`src/rtl/flash_stat_pkg.sv`:
```
package flash_stat_pkg;

  typedef enum logic [2:0] {
    OP_IDLE    = 3'd0,
    OP_PROG    = 3'd1,
    OP_ERASE   = 3'd2,
    OP_SUSP_RD = 3'd3,
    OP_SUSP_PG = 3'd4
  } op_mode_e;

  localparam int unsigned BIT_POLL = 7;
  localparam int unsigned BIT_TOG  = 6;
  localparam int unsigned BIT_TMO  = 5;
  localparam int unsigned BIT_ETMR = 3;
  localparam int unsigned BIT_TOG2 = 2;

endpackage

```
`src/rtl/fsf_toggle.sv`:
```
module fsf_toggle (
  input  logic clk_i,
  input  logic rst_ni,
  input  logic strobe_i,
  input  logic en_i,
  output logic q_o
);

  logic q_q;

  always_ff @(posedge clk_i or negedge rst_ni) begin
    if (!rst_ni)                q_q <= 1'b0;
    else if (strobe_i && en_i) q_q <= ~q_q;
  end

  assign q_o = q_q;

  // covers R3 and R4 instances
  p_flip_on_read_r3: assert property (@(posedge clk_i) disable iff (!rst_ni)
    (strobe_i && en_i) |=> (q_o != $past(q_o)));
  p_hold_no_read_r4: assert property (@(posedge clk_i) disable iff (!rst_ni)
    !(strobe_i && en_i) |=> $stable(q_o));

endmodule

```
`src/rtl/fsf_busy_timer.sv`:
```
module fsf_busy_timer #(
  parameter int unsigned CNT_W = 16
) (
  input  logic             clk_i,
  input  logic             rst_ni,
  input  logic             run_i,
  input  logic             clear_i,
  input  logic [CNT_W-1:0] limit_i,
  output logic             expired_o
);

  logic [CNT_W-1:0] cnt_q;

  always_ff @(posedge clk_i or negedge rst_ni) begin
    if (!rst_ni)                       cnt_q <= '0;
    else if (clear_i)                  cnt_q <= '0;
    else if (run_i && cnt_q < limit_i) cnt_q <= cnt_q + 1'b1;
  end

  assign expired_o = (cnt_q >= limit_i);

  p_tmo_sticky_r7: assert property (@(posedge clk_i) disable iff (!rst_ni)
    (expired_o && !clear_i && $stable(limit_i)) |=> expired_o);
  p_tmo_step_r7: assert property (@(posedge clk_i) disable iff (!rst_ni)
    (run_i && !clear_i && !expired_o) |=> (cnt_q == $past(cnt_q) + 1'b1));
  p_tmo_hold_r7: assert property (@(posedge clk_i) disable iff (!rst_ni)
    (!run_i && !clear_i) |=> $stable(cnt_q));

endmodule

```
`src/rtl/fsf_erase_window.sv`:
```
module fsf_erase_window #(
  parameter int unsigned WIN_W = 12
) (
  input  logic             clk_i,
  input  logic             rst_ni,
  input  logic             cmd_i,
  input  logic             disarm_i,
  input  logic [WIN_W-1:0] len_i,
  output logic             closed_o
);

  logic             armed_q;
  logic [WIN_W-1:0] cnt_q;
  logic             accept;

  // a late command (window already closed) is dropped
  assign accept = cmd_i && (!armed_q || cnt_q != '0);

  always_ff @(posedge clk_i or negedge rst_ni) begin
    if (!rst_ni) begin
      armed_q <= 1'b0;
      cnt_q   <= '0;
    end else if (accept) begin
      armed_q <= 1'b1;
      cnt_q   <= len_i;
    end else if (disarm_i) begin
      armed_q <= 1'b0;
      cnt_q   <= '0;
    end else if (cnt_q != '0) begin
      cnt_q <= cnt_q - 1'b1;
    end
  end

  assign closed_o = armed_q && (cnt_q == '0);

  p_closed_stays_r8: assert property (@(posedge clk_i) disable iff (!rst_ni)
    (closed_o && !disarm_i) |=> closed_o);
  p_win_count_r8: assert property (@(posedge clk_i) disable iff (!rst_ni)
    (cnt_q != '0 && !cmd_i && !disarm_i) |=> (cnt_q == $past(cnt_q) - 1'b1));
  p_win_reload_r8: assert property (@(posedge clk_i) disable iff (!rst_ni)
    (cmd_i && !closed_o) |=> (cnt_q == $past(len_i) && armed_q));

endmodule

```
`src/rtl/flash_status_gen.sv`:
```
module flash_status_gen
  import flash_stat_pkg::*;
#(
  parameter int unsigned DATA_W = 8,
  parameter int unsigned TMO_W  = 16,
  parameter int unsigned WIN_W  = 12
) (
  input  logic              clk_i,
  input  logic              rst_ni,
  input  logic [2:0]        mode_i,
  input  logic              rd_i,
  input  logic              rd_in_erase_i,
  input  logic [DATA_W-1:0] array_data_i,
  input  logic              poll_bit_i,
  input  logic              prog_cmd_i,
  input  logic [DATA_W-1:0] prog_data_i,
  input  logic              erase_cmd_i,
  input  logic [TMO_W-1:0]  tmo_limit_i,
  input  logic [WIN_W-1:0]  win_len_i,
  output logic [DATA_W-1:0] status_o
);

  logic     lock_q;
  op_mode_e eff_mode;
  logic     busy_run, is_idle, pass_thru, force_tog2;
  logic     tog6_en, tog2_en, tog6, tog2, tmo_flag, etmr_flag;
  logic [DATA_W-1:0] stat_word;

  // raising any cell from 0 to 1 is illegal and locks the algorithm
  always_ff @(posedge clk_i or negedge rst_ni) begin
    if (!rst_ni) lock_q <= 1'b0;
    else if (prog_cmd_i && |(prog_data_i & ~array_data_i)) lock_q <= 1'b1;
  end

  always_comb begin
    if (lock_q) eff_mode = OP_PROG;
    else begin
      case (mode_i)
        3'd1:    eff_mode = OP_PROG;
        3'd2:    eff_mode = OP_ERASE;
        3'd3:    eff_mode = OP_SUSP_RD;
        3'd4:    eff_mode = OP_SUSP_PG;
        default: eff_mode = OP_IDLE;
      endcase
    end
  end

  always_comb begin
    busy_run   = 1'b0;
    tog6_en    = 1'b0;
    tog2_en    = 1'b0;
    force_tog2 = 1'b0;
    pass_thru  = 1'b0;
    is_idle    = 1'b0;
    case (eff_mode)
      OP_PROG: begin
        busy_run = 1'b1;
        tog6_en  = 1'b1;
      end
      OP_ERASE: begin
        busy_run = 1'b1;
        tog6_en  = 1'b1;
        tog2_en  = rd_in_erase_i;
      end
      OP_SUSP_RD: begin
        tog2_en   = rd_in_erase_i;
        pass_thru = !rd_in_erase_i;
      end
      OP_SUSP_PG: begin
        tog6_en    = 1'b1;
        force_tog2 = !rd_in_erase_i;
      end
      default: begin
        is_idle   = 1'b1;
        pass_thru = 1'b1;
      end
    endcase
  end

  fsf_toggle u_tog6 (
    .clk_i    (clk_i),
    .rst_ni   (rst_ni),
    .strobe_i (rd_i),
    .en_i     (tog6_en),
    .q_o      (tog6)
  );

  fsf_toggle u_tog2 (
    .clk_i    (clk_i),
    .rst_ni   (rst_ni),
    .strobe_i (rd_i),
    .en_i     (tog2_en),
    .q_o      (tog2)
  );

  fsf_busy_timer #(.CNT_W(TMO_W)) u_timer (
    .clk_i     (clk_i),
    .rst_ni    (rst_ni),
    .run_i     (busy_run),
    .clear_i   (is_idle),
    .limit_i   (tmo_limit_i),
    .expired_o (tmo_flag)
  );

  fsf_erase_window #(.WIN_W(WIN_W)) u_window (
    .clk_i    (clk_i),
    .rst_ni   (rst_ni),
    .cmd_i    (erase_cmd_i),
    .disarm_i (is_idle),
    .len_i    (win_len_i),
    .closed_o (etmr_flag)
  );

  always_comb begin
    stat_word           = '0;
    stat_word[BIT_POLL] = ~poll_bit_i;
    stat_word[BIT_TOG]  = tog6;
    stat_word[BIT_TMO]  = tmo_flag;
    stat_word[BIT_ETMR] = etmr_flag;
    stat_word[BIT_TOG2] = force_tog2 | tog2;
    status_o = pass_thru ? array_data_i : stat_word;
  end

  p_idle_pass_r1: assert property (@(posedge clk_i) disable iff (!rst_ni)
    (mode_i == 3'd0 && !lock_q) |-> (status_o == array_data_i));
  p_poll_inv_r2: assert property (@(posedge clk_i) disable iff (!rst_ni)
    (mode_i inside {3'd1, 3'd2, 3'd4}) |-> (status_o[BIT_POLL] == !poll_bit_i));
  p_sp_dq2_r5: assert property (@(posedge clk_i) disable iff (!rst_ni)
    (mode_i == 3'd4 && !lock_q && !rd_in_erase_i) |-> status_o[BIT_TOG2]);
  p_sr_pass_r6: assert property (@(posedge clk_i) disable iff (!rst_ni)
    (mode_i == 3'd3 && !lock_q && !rd_in_erase_i) |-> (status_o == array_data_i));
  p_lock_sticky_r9: assert property (@(posedge clk_i) disable iff (!rst_ni)
    lock_q |=> lock_q);
  p_lock_busy_r9: assert property (@(posedge clk_i) disable iff (!rst_ni)
    lock_q |-> (status_o[BIT_POLL] == !poll_bit_i));

endmodule

```
`config.mk`:
```
export PLATFORM = sky130hd
export DESIGN_NAME = flash_status_gen
export DESIGN_NICKNAME = d
export VERILOG_FILES = /design/src/rtl/flash_stat_pkg.sv /design/src/rtl/fsf_toggle.sv /design/src/rtl/fsf_busy_timer.sv /design/src/rtl/fsf_erase_window.sv /design/src/rtl/flash_status_gen.sv
export SDC_FILE = /design/constraint.sdc
export NUM_CORES = 1
export LEC_CHECK = 0
export CORE_UTILIZATION = 51
export DETAILED_ROUTE_END_ITERATION = 8
export PLACE_DENSITY = 0.83
export SETUP_SLACK_MARGIN = 0.15
export SLEW_MARGIN = 15
export SYNTH_ARGS = -nofsm -noshare
export SYNTH_HDL_FRONTEND = slang
export SYNTH_SLANG_ARGS = --single-unit
export TNS_END_PERCENT = 100
```
`constraint.sdc`:
```
create_clock -name clk_i -period 5.6 [get_ports clk_i]
set_input_delay 1.12 -clock clk_i [delete_from_list [all_inputs] [get_ports clk_i]]
set_output_delay 1.12 -clock clk_i [all_outputs]
set_load 0.02 [all_outputs]
```
==> run_results.csv, run 1 <==
group,metric,value,unit
setup_path,regToRegEndpoint,"u_timer.cnt_q[11]",
yosys,syn_area,0.00233,mm2
final_layout,nets,406,
power,switching_share,33.1,%
setup_path,crit_top_cell,"clkdlybuf4s50_1",
place,dpl.hpwl,3.87,mm
place,dp_cells,378,
routing,viasPerCell,5.56,
final_layout,layout-drive-gt1-share,4.19,%
yosys,synth.distinct_cells,46,
final_layout,fill_cells,358,
clock_network,cts_tree,"built",
clock_network,clock_sinks,32,
power,p_per_area,247,mW/mm2
sta,fmax,209,MHz
final_layout,final_cell_count_no_fill,386,
sta,drv_slew,0,
power,power,0.751,mW
final_layout,syn2layout_area_growth,30.5,%
sta,fin_tns_setup,0,ps
clock_network,cts_buffers,5,
clock_network,clk_latency,280,ps
power,p_comb_share,31.7,%
yosys,synth_flop_cell,"dfrtp_1",
final_layout,layout_commonest_cell,"clkdlybuf4s50_1",
setup_path,r2r_slack,2710,ps
die,ios,62,
yosys,syn_area_per_cell,8.54,um2
power,p_leak,1.30,nW
clock_network,h-tree-depth,2,
setup_path,startpoint_type,"input port",
power,p_clk_share,24.1,%
power,worst_ir_drop_vdd,0.132,mV
place,routabilityCongestion,0.772,
sta,hold_viol,0,
power,p_int,0.503,mW
setup_path,path_cells,"clkdlybuf4s50_1 -> inv_1 -> ha_1 -> nand4_2 -> or4_4 -> a31oi_1 -> nor3_1 -> a21oi_1 -> clkdlybuf4s50_1",
global_route,grt_pass1_wl,8.89,mm
final_layout,final_cell_mix,"61 x clkdlybuf4s50_1, 32 x inv_1, 32 x dfrtp_1",
clock_network,clkTransAtPathRegs,60,ps
setup_path,crit_fanout,4,
sta,grt_setup_unrepaired,"no",
routing,drtPass1Iterations,4,
routing,drtIter0Drc,104,
place,placed_area,0.00295,mm2
clock_network,clockBufferDepth,2,
setup_path,worst-path-stages,9,
setup_path,path_class,"input port to output pin",
global_route,grt_overflow,0,
setup_path,cp-endpoint,"status_o[5]",
sta,fin_crit_sh,85.3,%
sta,setup_viol,0,
setup_path,crit_family,"buffers and inverters",
yosys,synth_seq_cells,32,
die,die_y,69.6,um
global_route,track_usage,22.3,%
power,switchingPower,0.248,mW
power,sequentialPowerShare,44.2,%
routing,wl_per_cell,13.1,um
setup_path,cp-end-kind,"output pin",
yosys,syn_inst,273,
yosys,yosysSeqAreaShare,34.3,%
die,std_cell_rows,24,
clock_network,cts_hold_buf,0,
global_route,grt_pass1_vias,2178,
yosys,synth_fp_nets,346,
die,die_area,0.00485,mm2
sta,skew,5.58,ps
setup_path,r2r-start,"u_timer.cnt_q[13]",
routing,vias,2147,
setup_path,arrival,3660,ps
die,coreArea,0.00438,mm2
routing,ant_nets,0,
yosys,synth_edf_count,0,
place,io_buffers,61,
routing,drt_wl_total,5.04,mm
sta,maxSlewHeadroom,35.3,%
clock_network,cts_resized,0,
die,die_w,69.6,um
sta,period_needed,4780,ps
die,start_util,53.2,%
routing,drc,0,
setup_path,critPathMaxStageDelay,620,ps
run_status,status,"completed",
setup_path,cp_num_buf_inv,3,
yosys,synth_warnings,0,
clock_network,cts-root-buf,"clkbuf_8",
yosys,postSynth.asyncResetShare,100,%
setup_path,crit_path_start,"tmo_limit_i[13]",
hold_path,hp-class,"register to register",
flow_run,max_cap_viol_count,0,
setup_path,r2r_cells,7,
final_layout,stdcell_area,0.00304,mm2
global_route,grt_max_degree,33,
setup_path,crit_path_top_delay_cell,"clkdlybuf4s50_1",
global_route,antenna_found_initial,0,
setup_path,crit_required,4480,ps
clock_network,cts_setup_buffers,0,
final_layout,antennaDiodeCount,0,
sta,tightest_slew,966,ps
==> sequential cells by signal, summed over array words and instances (netlist names) <==
register,cells
lock_q,1
u_timer.cnt_q,16
u_tog6.q_o,1
u_window.cnt_q,12
u_tog2.q_o,1
u_window.armed_q,1
==> cell usage after synthesis (2+ instances only) <==
cell type,number,area [um2]
a21oi_2,2,17.5
or3_1,2,12.5
clkbuf_1,4,15.0
or4_1,10,75.1
nand3b_1,3,22.5
a211oi_1,2,15.0
o21ai_1,3,15.0
inv_1,32,120
buf_2,2,10.0
nand3_1,8,40.0
and2_1,4,25.0
o31ai_1,19,143
o211ai_1,7,52.6
nand2b_1,2,12.5
mux2i_1,2,20.0
buf_6,2,22.5
ha_1,19,238
xor2_1,4,35.0
nand4_1,4,25.0
nor2b_1,2,12.5
xnor2_1,9,78.8
a21oi_1,21,105
nor3_1,4,20.0
nand2_1,30,113
dfrtp_1,32,801
nor2_1,13,48.8
nor4_1,4,25.0
o22ai_1,4,25.0
o21ai_0,6,30.0
==> stage by stage <==
step	hold slack [ps]	setup WS, ps	util (%)
floorplan	443	1810	-
global placement	461	813	67.4
detailed placement	471	825	67.4
CTS	483	801	69.4
global route	506	672	69.4
finish	480	821	69.4
==> cells by family (layout without fill, tap and decap cells) <==
| logic type | Yosys count | in the layout | synth area share (%) |
|---|---|---|---|
| mux | 3 | 3 | 1.34 |
| flops | 32 | 32 | 34.3 |
| simple gates | 95 | 95 | 22.1 |
| buf+inv | 41 | 102 | 7.83 |
| fa+ha+maj | 19 | 19 | 10.2 |
| xor+xnor | 13 | 13 | 4.88 |
| compound gates | 70 | 70 | 19.3 |
==> power groups by stage <==
| stage | clock [mW] | combinational [mW] | sequential (mW) |
|---|---|---|---|
| 2_1_floorplan | 0 | 0.164 | 0.319 |
| 3_3_place_gp | 0 | 0.229 | 0.334 |
| 3_5_place_dp | 0 | 0.240 | 0.335 |
| 4_1_cts | 0.183 | 0.242 | 0.331 |
| 5_1_grt | 0.191 | 0.274 | 0.340 |
| 6_report | 0.181 | 0.238 | 0.332 |
==> worst min-delay path by stage <==
stage	depth (start not counted)	slack (ps)	endpoint	from
3_3_place_gp	1	460	u_tog6.q_o	u_tog6.q_o
5_1_grt	1	510	u_tog6.q_o	u_tog6.q_o
4_1_cts	1	480	u_tog2.q_o	u_tog2.q_o
6_report	1	480	u_tog6.q_o	u_tog6.q_o
2_1_floorplan	1	440	u_tog6.q_o	u_tog6.q_o
3_5_place_dp	1	470	u_tog2.q_o	u_tog2.q_o
==> layout make-up <==
class / count / area (um2) / share of cell area (%)
inverters: 32 / 120 / 3.95
multi-input cells: 200 / 1350 / 44.3
well taps: 52 / 65.1 / 2.14
repair buffers: 62 / 618 / 20.3
clock buffers: 8 / 90.1 / 2.96
flip-flops and latches: 32 / 801 / 26.3
==> metal layers <==
layer	share of wire [%]	wire length (um)	global-route usage [%]	vias to the layer above
li1	-	-	-	1104
met1	44	2220	27.1	992
met2	51	2580	39.9	47
met3	4.1	209	4.65	4
met4	0.67	34	6.00	0
met5	0	0	0	-
Power figures use the tool's default switching activity.
==> run 2, diff against run 1 <==
--- a/config.mk
+++ b/config.mk
@@ -13,4 +13,3 @@
 export SYNTH_ARGS = -nofsm -noshare
 export SYNTH_HDL_FRONTEND = slang
 export SYNTH_SLANG_ARGS = --single-unit
-export TNS_END_PERCENT = 100
==> results of run 2 <==
Final layout, timing and power as in run 1 (identical DEF).
==> run 3, diff against run 2 <==
--- a/config.mk
+++ b/config.mk
@@ -6,10 +6,12 @@
 export NUM_CORES = 1
 export LEC_CHECK = 0
 export CORE_UTILIZATION = 51
+export CTS_CLUSTER_SIZE = 14
 export DETAILED_ROUTE_END_ITERATION = 8
 export PLACE_DENSITY = 0.83
 export SETUP_SLACK_MARGIN = 0.15
 export SLEW_MARGIN = 15
 export SYNTH_ARGS = -nofsm -noshare
 export SYNTH_HDL_FRONTEND = slang
+export SYNTH_HIERARCHICAL = 1
 export SYNTH_SLANG_ARGS = --single-unit
==> run_results.csv, run 3 <==
group,metric,value,unit
run_status,status,"completed",
clock_network,clockBufferDepth,2,
final_layout,final_cell_count_no_fill,393,
global_route,grt_pass1_vias,2244,
yosys,synth_warnings,6,
clock_network,clock_sinks,32,
final_layout,syn2layout_area_growth,31.1,%
clock_network,cts-root-buf,"clkbuf_8",
die,die_y,70.2,um
final_layout,fill_cells,357,
place,io_buffers,61,
setup_path,path_cells,"clkdlybuf4s50_1 -> inv_1 -> ha_1 -> nor2b_1 -> o211ai_1 -> a31oi_1 -> o21ai_0 -> nand2_1 -> mux2_2 -> clkdlybuf4s50_1",
yosys,synth.area.top_cells,"dfrtp_1 34%, ha_1 10%, a21oi_1 5.7%",
final_layout,top_regs,"u_timer/cnt_q: 16 flops, u_window/cnt_q: 12 flops",
routing,drt_wl_total,5.32,mm
yosys,synth_commonest_cells,"33 x inv_1, 32 x dfrtp_1, 27 x a21oi_1",
routing,viasPerCell,5.60,
clock_network,cts_resized,0,
place,dp_cells,388,
yosys,synth_fp_nets,353,
sta,setup_viol,0,
yosys,synth_top_area_cell,"dfrtp_1",
routing,drtIter0Drc,116,
sta,worst_slack,1070,ps
routing,wl_per_cell,13.5,um
clock_network,cts_hold_buf,0,
clock_network,clk_latency,280,ps
final_layout,antennaDiodeCount,0,
yosys,synth.distinct_cells,49,
clock_network,cts_setup_buffers,0,
final_layout,final_cell_mix,"61 x clkdlybuf4s50_1, 33 x inv_1, 32 x dfrtp_1",
flow_run,max_cap_viol_count,0,
sta,maxSlewHeadroom,48.0,%
sta,skew,4.88,ps
final_layout,largest_reg_flops,16,
sta,fin_tns_setup,0,ps
hold_path,hp-class,"register to register",
setup_path,cp-end-kind,"output pin",
yosys,synth_top_area_share,33.8,%
global_route,grt_overflow,0,
global_route,grt_max_degree,33,
setup_path,crit_top_cell,"clkdlybuf4s50_1",
setup_path,startpoint_type,"input port",
power,p_leak,1.35,nW
yosys,synth_edf_count,0,
place,routabilityCongestion,0.807,
sta,drv_slew,0,
routing,drc,0,
setup_path,crit_required,4480,ps
die,std_cell_rows,24,
setup_path,crit_path_top_delay_cell,"clkdlybuf4s50_1",
sta,fmax,221,MHz
die,die_area,0.00493,mm2
sta,fin_hold_ws,463,ps
sta,period_needed,4530,ps
routing,ant_nets,0,
clock_network,cts_tree,"built",
global_route,track_usage,23.3,%
clock_network,cts_buffers,5,
sta,tightest_slew,773,ps
yosys,yosysMostFrequentCell,"inv_1",
place,dp_slack,1080,ps
clock_network,clkTransAtPathRegs,60,ps
final_layout,layout_commonest_cell,"clkdlybuf4s50_1",
global_route,grt_pass1_wl,9.25,mm
yosys,synth_flop_cell,"dfrtp_1",
sta,fin_crit_sh,81.0,%
final_layout,nets,416,
yosys,postSynth.asyncResetShare,100,%
clock_network,h-tree-depth,2,
yosys,yosysSeqAreaShare,33.8,%
final_layout,layout-drive-gt1-share,8.21,%
sta,hold_viol,0,
routing,vias,2202,
place,dpl.hpwl,4.03,mm
setup_path,arrival,3410,ps
setup_path,critPathMaxStageDelay,540,ps
die,ios,62,
setup_path,crit_fanout,2,
final_layout,top_register,"u_timer/cnt_q",
die,coreArea,0.00441,mm2
routing,drtPass1Iterations,4,
setup_path,path_class,"input port to output pin",
yosys,syn_area,0.00237,mm2
global_route,antenna_found_initial,0,
sta,grt_setup_unrepaired,"no",
yosys,syn_inst,280,
power,p_per_area,251,mW/mm2
die,die_w,70.2,um
yosys,synth_seq_cells,32,
die,start_util,53.7,%
power,worst_ir_drop_vdd,0.141,mV
yosys,syn_area_per_cell,8.47,um2
-- run 3: layer usage --
| metal | up-vias | part of all wire [%] | track usage, % |
|---|---|---|---|
| met3 | 7 | 3.9 | 3.46 |
| li1 | 1136 | - | - |
| met2 | 59 | 49 | 42.1 |
| met5 | - | 0 | 0 |
| met4 | 0 | 1.3 | 8.67 |
| met1 | 1000 | 46 | 27.8 |
-- run 3: final timing paths --
check                               endpoint              start  depth (start not counted)  slack [ps]
max in group asynchronous   u_timer/cnt_q[2]             rst_ni                          2        4070
min in group asynchronous  u_window/cnt_q[2]             rst_ni                          2        1230
setup reg to reg           u_timer/cnt_q[13]  u_timer/cnt_q[11]                          7        3050
hold / removal                    u_tog6/q_o         u_tog6/q_o                          1         460
setup / recovery                 status_o[5]     tmo_limit_i[1]                         10        1070
hold reg to reg                   u_tog6/q_o         u_tog6/q_o                          1         460
-- run 3: cell type report --
cell class	instances	area [um2]	area share, %
Clock buffer	5	68.8	2.21
Inverter	33	124	3.98
Multi-Input combinational cell	207	1420	45.6
Sequential cell	32	801	25.7
Tap cell	52	65.1	2.09
Timing Repair Buffer	64	633	20.4
-- run 3: worst max-delay path, delay by kind of cell --
family	cells	cell delay, ps
muxes	1	270
AOI/OAI and AO/OA	3	470
buffers and inverters	3	1030
and+or+nand+nor	2	220
adders and majority gates	1	290
-- run 3: cells by family (layout without fill, tap and decap cells) --
group	count (synthesis)	after routing	synth area share (%)
and+or+nand+nor	97	97	22.9
AOI/OAI and AO/OA	74	74	19.9
muxes	5	5	2.32
xor gates and xnor gates	12	12	4.43
buffers and inverters	41	102	6.59
adders and majority gates	19	19	10.0
DFF	32	32	33.8
-- run 3: report_power, final --
group          switching [mW]  total [mW]  internal (mW)
sequential             0.0603       0.340          0.279
clock                  0.0783       0.158         0.0799
combinational           0.138       0.282          0.145
total                   0.276       0.780          0.504
-- run 3: per-stage QoR --
step	total power [mW]	util, %	cell area (um2)
final	0.780	70.5	3110
after global routing	0.839	70.5	3110
after CTS	0.782	70.5	3110
after detailed placement	0.622	68.9	3040
after global placement	0.611	68.9	3040
after floorplan	0.517	-	2370
